## src/rtl/msi_fwd_pkg.sv

```systemverilog
package msi_fwd_pkg;

    localparam int TGT_W     = 32;
    localparam int HART_W    = 14;
    localparam int HART_LSB  = 18;
    localparam int GUEST_W   = 6;
    localparam int GUEST_LSB = 12;
    localparam int ID_W      = 11;
    localparam int ID_LSB    = 0;
    localparam int RSVD_BIT  = 11;

    typedef struct packed {
        logic [HART_W-1:0]  hart;
        logic [GUEST_W-1:0] guest;
        logic [ID_W-1:0]    id;
    } msi_msg_t;

    // Clear the guest field of a raw register value.
    function automatic logic [TGT_W-1:0] scrub_guest(input logic [TGT_W-1:0] raw);
        logic [TGT_W-1:0] v;
        v = raw;
        v[GUEST_LSB +: GUEST_W] = '0;
        return v;
    endfunction

endpackage

```

## src/rtl/msi_tgt_decode.sv

```systemverilog
module msi_tgt_decode
    import msi_fwd_pkg::*;
#(
    parameter bit ZERO_GUEST = 1'b0
) (
    input  logic [TGT_W-1:0] raw_i,
    output msi_msg_t         msg_o
);

    logic unused_rsvd;
    assign unused_rsvd = raw_i[RSVD_BIT];

    assign msg_o.hart = raw_i[HART_LSB +: HART_W];
    assign msg_o.id   = raw_i[ID_LSB +: ID_W];

    generate
        if (ZERO_GUEST) begin : g_forced
            logic unused_guest;
            assign unused_guest = ^raw_i[GUEST_LSB +: GUEST_W];
            assign msg_o.guest  = '0;
        end else begin : g_field
            assign msg_o.guest = raw_i[GUEST_LSB +: GUEST_W];
        end
    endgenerate

endmodule

```

## src/rtl/msi_src_picker.sv

```systemverilog
module msi_src_picker #(
    parameter int NUM_SRC = 15,
    parameter int SRC_W   = $clog2(NUM_SRC + 1)
) (
    input  logic               gate_i,
    input  logic [NUM_SRC:0]   pend_i,
    input  logic [NUM_SRC:0]   en_i,
    output logic               found_o,
    output logic [SRC_W-1:0]   idx_o,
    output logic [NUM_SRC:0]   grant_o
);

    localparam logic [NUM_SRC:0] LIVE_MASK = {{NUM_SRC{1'b1}}, 1'b0};

    logic [NUM_SRC:0]   req;
    logic [NUM_SRC+1:0] seen;

    assign req     = pend_i & en_i & LIVE_MASK & {(NUM_SRC + 1){gate_i}};
    assign seen[0] = 1'b0;

    generate
        for (genvar gi = 0; gi <= NUM_SRC; gi++) begin : g_chain
            assign grant_o[gi]  = req[gi] & ~seen[gi];
            assign seen[gi + 1] = seen[gi] | req[gi];
        end
    endgenerate

    assign found_o = seen[NUM_SRC + 1];

    always_comb begin
        idx_o = '0;
        for (int k = 0; k <= NUM_SRC; k++) begin
            if (grant_o[k]) begin
                idx_o = idx_o | SRC_W'(k);
            end
        end
    end

endmodule

```

## src/rtl/msi_sw_reg.sv

```systemverilog
module msi_sw_reg
    import msi_fwd_pkg::*;
(
    input  logic             clk_i,
    input  logic             rst_i,
    input  logic             wr_i,
    input  logic [TGT_W-1:0] wdata_i,
    input  logic             take_i,
    input  logic             done_i,
    output logic [TGT_W-1:0] val_o,
    output logic             busy_o,
    output logic             req_o
);

    logic in_slot;

    always_ff @(posedge clk_i) begin
        if (rst_i) begin
            val_o   <= '0;
            busy_o  <= 1'b0;
            in_slot <= 1'b0;
        end else begin
            if (wr_i && !busy_o) begin
                val_o  <= scrub_guest(wdata_i);
                busy_o <= 1'b1;
            end
            if (take_i) begin
                in_slot <= 1'b1;
            end
            if (done_i) begin
                busy_o  <= 1'b0;
                in_slot <= 1'b0;
            end
        end
    end

    assign req_o = busy_o & ~in_slot;

endmodule

```

## src/rtl/msi_out_slot.sv

```systemverilog
module msi_out_slot
    import msi_fwd_pkg::*;
#(
    parameter int SRC_W = 4
) (
    input  logic             clk_i,
    input  logic             rst_i,
    input  logic             load_i,
    input  msi_msg_t         load_msg_i,
    input  logic [SRC_W-1:0] load_src_i,
    input  logic             ready_i,
    output logic             valid_o,
    output msi_msg_t         msg_o,
    output logic [SRC_W-1:0] src_o
);

    always_ff @(posedge clk_i) begin
        if (rst_i) begin
            valid_o <= 1'b0;
            msg_o   <= '0;
            src_o   <= '0;
        end else if (load_i) begin
            valid_o <= 1'b1;
            msg_o   <= load_msg_i;
            src_o   <= load_src_i;
        end else if (ready_i) begin
            valid_o <= 1'b0;
        end
    end

endmodule

```

## src/rtl/msi_fwd_scanner.sv

```systemverilog
module msi_fwd_scanner
    import msi_fwd_pkg::*;
#(
    parameter  int NUM_SRC = 15,
    localparam int SRC_W   = $clog2(NUM_SRC + 1)
) (
    input  logic                           clk_i,
    input  logic                           rst_i,
    input  logic                           dom_en_i,
    input  logic [NUM_SRC:0]               src_pend_i,
    input  logic [NUM_SRC:0]               src_en_i,
    input  logic [(NUM_SRC+1)*TGT_W-1:0]   src_tgt_i,
    input  logic                           sw_wr_i,
    input  logic [TGT_W-1:0]               sw_wdata_i,
    output logic [TGT_W-1:0]               sw_val_o,
    output logic                           sw_busy_o,
    output logic                           msg_valid_o,
    input  logic                           msg_ready_i,
    output logic [HART_W-1:0]              msg_hart_o,
    output logic [GUEST_W-1:0]             msg_guest_o,
    output logic [ID_W-1:0]                msg_id_o,
    output logic [SRC_W-1:0]               msg_src_o,
    output logic [NUM_SRC:0]               clr_pend_o
);

    logic             pick_found;
    logic [SRC_W-1:0] pick_idx;
    logic [NUM_SRC:0] pick_grant;
    logic [TGT_W-1:0] sel_tgt;
    msi_msg_t         src_msg;
    msi_msg_t         sw_msg;
    msi_msg_t         load_msg;
    logic [SRC_W-1:0] load_src;
    logic             sw_req;
    logic             slot_valid;
    msi_msg_t         slot_msg;
    logic [SRC_W-1:0] slot_src;
    logic             slot_free;
    logic             take_sw;
    logic             take_src;
    logic             sw_done;

    msi_src_picker #(
        .NUM_SRC (NUM_SRC),
        .SRC_W   (SRC_W)
    ) u_pick (
        .gate_i  (dom_en_i),
        .pend_i  (src_pend_i),
        .en_i    (src_en_i),
        .found_o (pick_found),
        .idx_o   (pick_idx),
        .grant_o (pick_grant)
    );

    assign sel_tgt = src_tgt_i[pick_idx * TGT_W +: TGT_W];

    msi_tgt_decode #(.ZERO_GUEST(1'b0)) u_dec_src (
        .raw_i (sel_tgt),
        .msg_o (src_msg)
    );

    msi_tgt_decode #(.ZERO_GUEST(1'b1)) u_dec_sw (
        .raw_i (sw_val_o),
        .msg_o (sw_msg)
    );

    msi_sw_reg u_sw (
        .clk_i   (clk_i),
        .rst_i   (rst_i),
        .wr_i    (sw_wr_i),
        .wdata_i (sw_wdata_i),
        .take_i  (take_sw),
        .done_i  (sw_done),
        .val_o   (sw_val_o),
        .busy_o  (sw_busy_o),
        .req_o   (sw_req)
    );

    // Slot arbitration: a waiting software message goes ahead of the sources.
    assign slot_free = ~slot_valid | msg_ready_i;
    assign take_sw   = slot_free & sw_req;
    assign take_src  = slot_free & ~sw_req & pick_found;
    assign load_msg  = take_sw ? sw_msg : src_msg;
    assign load_src  = take_sw ? '0 : pick_idx;
    assign sw_done   = slot_valid & msg_ready_i & (slot_src == '0);

    msi_out_slot #(.SRC_W(SRC_W)) u_slot (
        .clk_i      (clk_i),
        .rst_i      (rst_i),
        .load_i     (take_sw | take_src),
        .load_msg_i (load_msg),
        .load_src_i (load_src),
        .ready_i    (msg_ready_i),
        .valid_o    (slot_valid),
        .msg_o      (slot_msg),
        .src_o      (slot_src)
    );

    assign clr_pend_o  = take_src ? pick_grant : '0;
    assign msg_valid_o = slot_valid;
    assign msg_hart_o  = slot_msg.hart;
    assign msg_guest_o = slot_msg.guest;
    assign msg_id_o    = slot_msg.id;
    assign msg_src_o   = slot_src;

endmodule

```

## config.mk

```make
export PLATFORM = sky130hd
export DESIGN_NAME = msi_fwd_scanner
export DESIGN_NICKNAME = d
export VERILOG_FILES = /design/src/rtl/msi_fwd_pkg.sv /design/src/rtl/msi_tgt_decode.sv /design/src/rtl/msi_src_picker.sv /design/src/rtl/msi_sw_reg.sv /design/src/rtl/msi_out_slot.sv /design/src/rtl/msi_fwd_scanner.sv
export SDC_FILE = /design/constraint.sdc
export NUM_CORES = 1
export LEC_CHECK = 0
export BUFFER_PORTS_ARGS = -buffer_cell sky130_fd_sc_hd__buf_2
export CAP_MARGIN = 5
export CELL_PAD_IN_SITES_DETAIL_PLACEMENT = 0
export CELL_PAD_IN_SITES_GLOBAL_PLACEMENT = 1
export CORE_AREA = 2 2 256 258
export DETAILED_ROUTE_END_ITERATION = 12
export DIE_AREA = 0 0 258 260
export GPL_TIMING_DRIVEN = 0
export PLACE_DENSITY = 0.55
export SYNTH_ARGS = -nofsm -noshare
export SYNTH_HDL_FRONTEND = slang
export SYNTH_SLANG_ARGS = --single-unit
```

## constraint.sdc

```tcl
create_clock -name clk_i -period 2.7 [get_ports clk_i]
set_input_delay 0.54 -clock clk_i [delete_from_list [all_inputs] [get_ports clk_i]]
set_output_delay 0.54 -clock clk_i [all_outputs]
set_load 0.02 [all_outputs]
```

==> impl_metrics.tcl <==
set metrics [dict create \
    clock-sinks 64 \
    grt_max_degree 14 \
    worst_ir_drop_vdd_uv 320 \
    nNetsFinal 2160 \
    detailed_place_hpwl_mm 51.4 \
    grt_usage_pct 17.3 \
    ys_async_sr_fraction_pct 0 \
    tightest_slew_ps 1180 \
    portBuffers 633 \
    p_switching_mw 2.68 \
    synth_edf_count 0 \
    hold_depth 2 \
    clk_pin_slew_ps 90 \
    slowest_delay_ps 560 \
    hold_path_end "u_sw.busy_o" \
    cts_inserted_buffers 9 \
    die_area_sq_um 67100 \
    rrSetupSlack_ps 150 \
    cap_violations 0 \
    grt_pass1_vias 10980 \
    hold_viol 0 \
    leakagePower_nw 6.43 \
    skew_ps 25.9 \
    hp-start "sw_wr_i" \
    ios 666 \
    grt_pass1_wl_mm 80.9 \
    fmaxAchievable_ghz 0.359 \
    synth-main-ff-cell "dfxtp_1" \
    routed_wl_mm 61.7 \
    cts-root-buf "clkbuf_16" \
    core_sq_um 64100 \
    layout.cells.non_filler 2442 \
    r2r-start "u_sw.in_slot" \
    start_kind "input pin" \
    via_per_inst 4.24 \
    p_comb_share_pct 59.0 \
    cts-hold-fix-buffers 0 \
    cp.required_ps 3000 \
    post-route-util_pct 21.5 \
    htreeDepth 3 \
    area_growth_pct 90.0 \
    synth_top_area_share_pct 19.6 \
    worstReg2RegEnd "u_slot.msg_o[19]" \
    reg2reg_depth 8 \
    syn_area_per_cell_sq_um 8.31 \
    drtPass1Iterations 5 \
    ys_seq_area_share_pct 17.7 \
    dp.cells 2367 \
    clk_latency_ps 390 \
    seqPwrFrac_pct 19.3 \
    gp_congestion 0.897 \
    layout_common_cells "buf_2 (628), nand2_1 (126), mux2i_1 (117), a21oi_1 (71), dfxtp_1 (64)" \
    relSlewSlack_pct 20.3 \
    postRouteAntennaNets 0 \
    hold_class "in2reg" \
    synth.area.top_cells "mux2i_1 (20%), dfxtp_1 (18%), mux4_2 (10%), mux2_2 (7.5%), nand2_1 (6.9%)" \
    synthCells 871 \
    tns_ps -997 \
    crit_arrival_ps 3080 \
    final_max_slew_viol_count 0 \
    place_area_sq_um 11600 \
    yosysTopAreaCell "mux2i_1" \
    start_util_pct 11.3 \
    status "finished with violations" \
    critical_path.slowest_cell "or4b_4" \
    crit_top_cell "buf_12" \
    clockPowerShare_pct 21.7 \
    ys_ff_latch 64 \
    wl_per_cell_um 25.3 \
    fin_ws_ps -88.1 \
    drc 0 \
    drive_gt1_share_pct 60.1 \
    setup_viol_count_final 24 \
    period_needed_ps 2790 \
    rsz0062_at_grt "true" \
    critPathMaxFanout 7 \
    final_common_cell "buf_2" \
    stdcell_area_sq_um 13800 \
    p_int_mw 3.50 \
    p_per_area_nw_per_um2 449 \
    path_class "in2reg" \
    yosysUniqueCellTypes 57 \
    syn_area_sq_um 7240 \
    crit_buf_inv 4 \
    overflow 0 \
    rows 93 \
    drt_iter0_drc 434 \
    sw_frac_of_total_pct 43.3 \
    die_w_um 258 \
    clockBufferDepth 2 \
    cp-startpoint "src_pend_i[4]" \
    end_kind "flip-flop" \
    die_h_um 260 \
    violations "negative setup slack" \
    vias 10351 \
    tritoncts "yes" \
    antenna_found_initial 10 \
    critPathTopFamily "compound AO/OA/AOI/OAI gates" \
    ys_warn_count 0 \
    crit_chain "buf_8, a22o_4, o21a_4, or4b_4, nand2_8, buf_12, buf_16, buf_12, mux2i_2, mux2_4, a22oi_2, a32o_1" \
    period_share_pct 103 \
]
==> area by class of cell <==
cell class                      count  area, sq um
Timing Repair Buffer              694         3940
Buffer                             80          880
Sequential cell                    64         1280
Fill cell                        7217        50400
Antenna cell                        3         7.51
Inverter                            2         7.51
Clock buffer                        9          225
Clock inverter                      7         80.1
Tap cell                          855         1070
Multi-Input combinational cell    728         6260
==> stage by stage <==
stage / hold slack (ps) / total power, mW / setup slack [ps]
5_1_grt: 391 / 6.49 / -198
3_5_place_dp: 455 / 4.18 / -1830
6_report: 396 / 6.17 / -88.1
2_1_floorplan: 455 / 2.72 / 1.49
3_3_place_gp: 445 / 4.16 / -2090
4_1_cts: 373 / 6.06 / -135
==> cell families (layout without fill, tap and decap cells) <==
logic type,after synthesis,count (layout),share of synthesized area (%)
multiplexers,223,223,37.4
flip-flops,64,64,17.7
other,1,10,0.0518
buffers and inverters,85,792,6.24
AO/OA/AOI/OAI,235,235,22.2
AND/OR/NAND/NOR,263,263,16.5
==> power by group through the flow <==
stage | Clock [mW] | Combinational (mW) | Sequential (mW)
after global placement | 0 | 2.95 | 1.21
final | 1.34 | 3.64 | 1.19
after detailed placement | 0 | 2.96 | 1.22
after floorplan | 0 | 1.40 | 1.31
after CTS | 1.39 | 3.48 | 1.20
after global routing | 1.41 | 3.87 | 1.21
==> Yosys cell counts (16+ instances only) <==
| master | count |
|---|---|
| mux4_2 | 33 |
| o21ai_0 | 16 |
| dfxtp_1 | 64 |
| mux2i_1 | 142 |
| buf_2 | 22 |
| and3_1 | 17 |
| nand3_1 | 26 |
| nor2_1 | 36 |
| a21oi_1 | 73 |
| a22oi_1 | 19 |
| a221o_1 | 24 |
| o22ai_1 | 17 |
| clkbuf_1 | 33 |
| mux2_2 | 48 |
| nand2_1 | 133 |
| a31oi_1 | 24 |
==> per-layer routing <==
layer	global-route usage [%]	wire (um)	vias to the layer above
li1	-	-	4783
met1	19.0	23900	4959
met2	33.4	32400	538
met3	3.69	3770	69
met4	4.54	1560	2
met5	0	17	-
==> sequential cells by signal, indices dropped and copies added (netlist names) <==
register        cells
u_sw.in_slot        1
u_sw.val_o         26
u_slot.src_o        4
u_slot.msg_o       31
u_sw.busy_o         1
u_slot.valid_o      1
==> repair_timing <==
action,CTS,global route
gates cloned,1,5
buffers inserted,32,22
resized for setup,215,88
pin swaps,34,29
setup endpoints to repair,49,40
==> worst max path at each step <==
stage | end | slack, ps | cells after the start
global route | u_slot.msg_o[19] | -200 | 15
global placement | u_slot.msg_o[13] | -2090 | 10
CTS | u_slot.msg_o[11] | -140 | 12
finish | u_slot.msg_o[11] | -90 | 12
detailed placement | u_slot.msg_o[19] | -1830 | 12
floorplan | u_slot.msg_o[17] | 1 | 10
No activity file was read; power rests on OpenSTA's default activity.
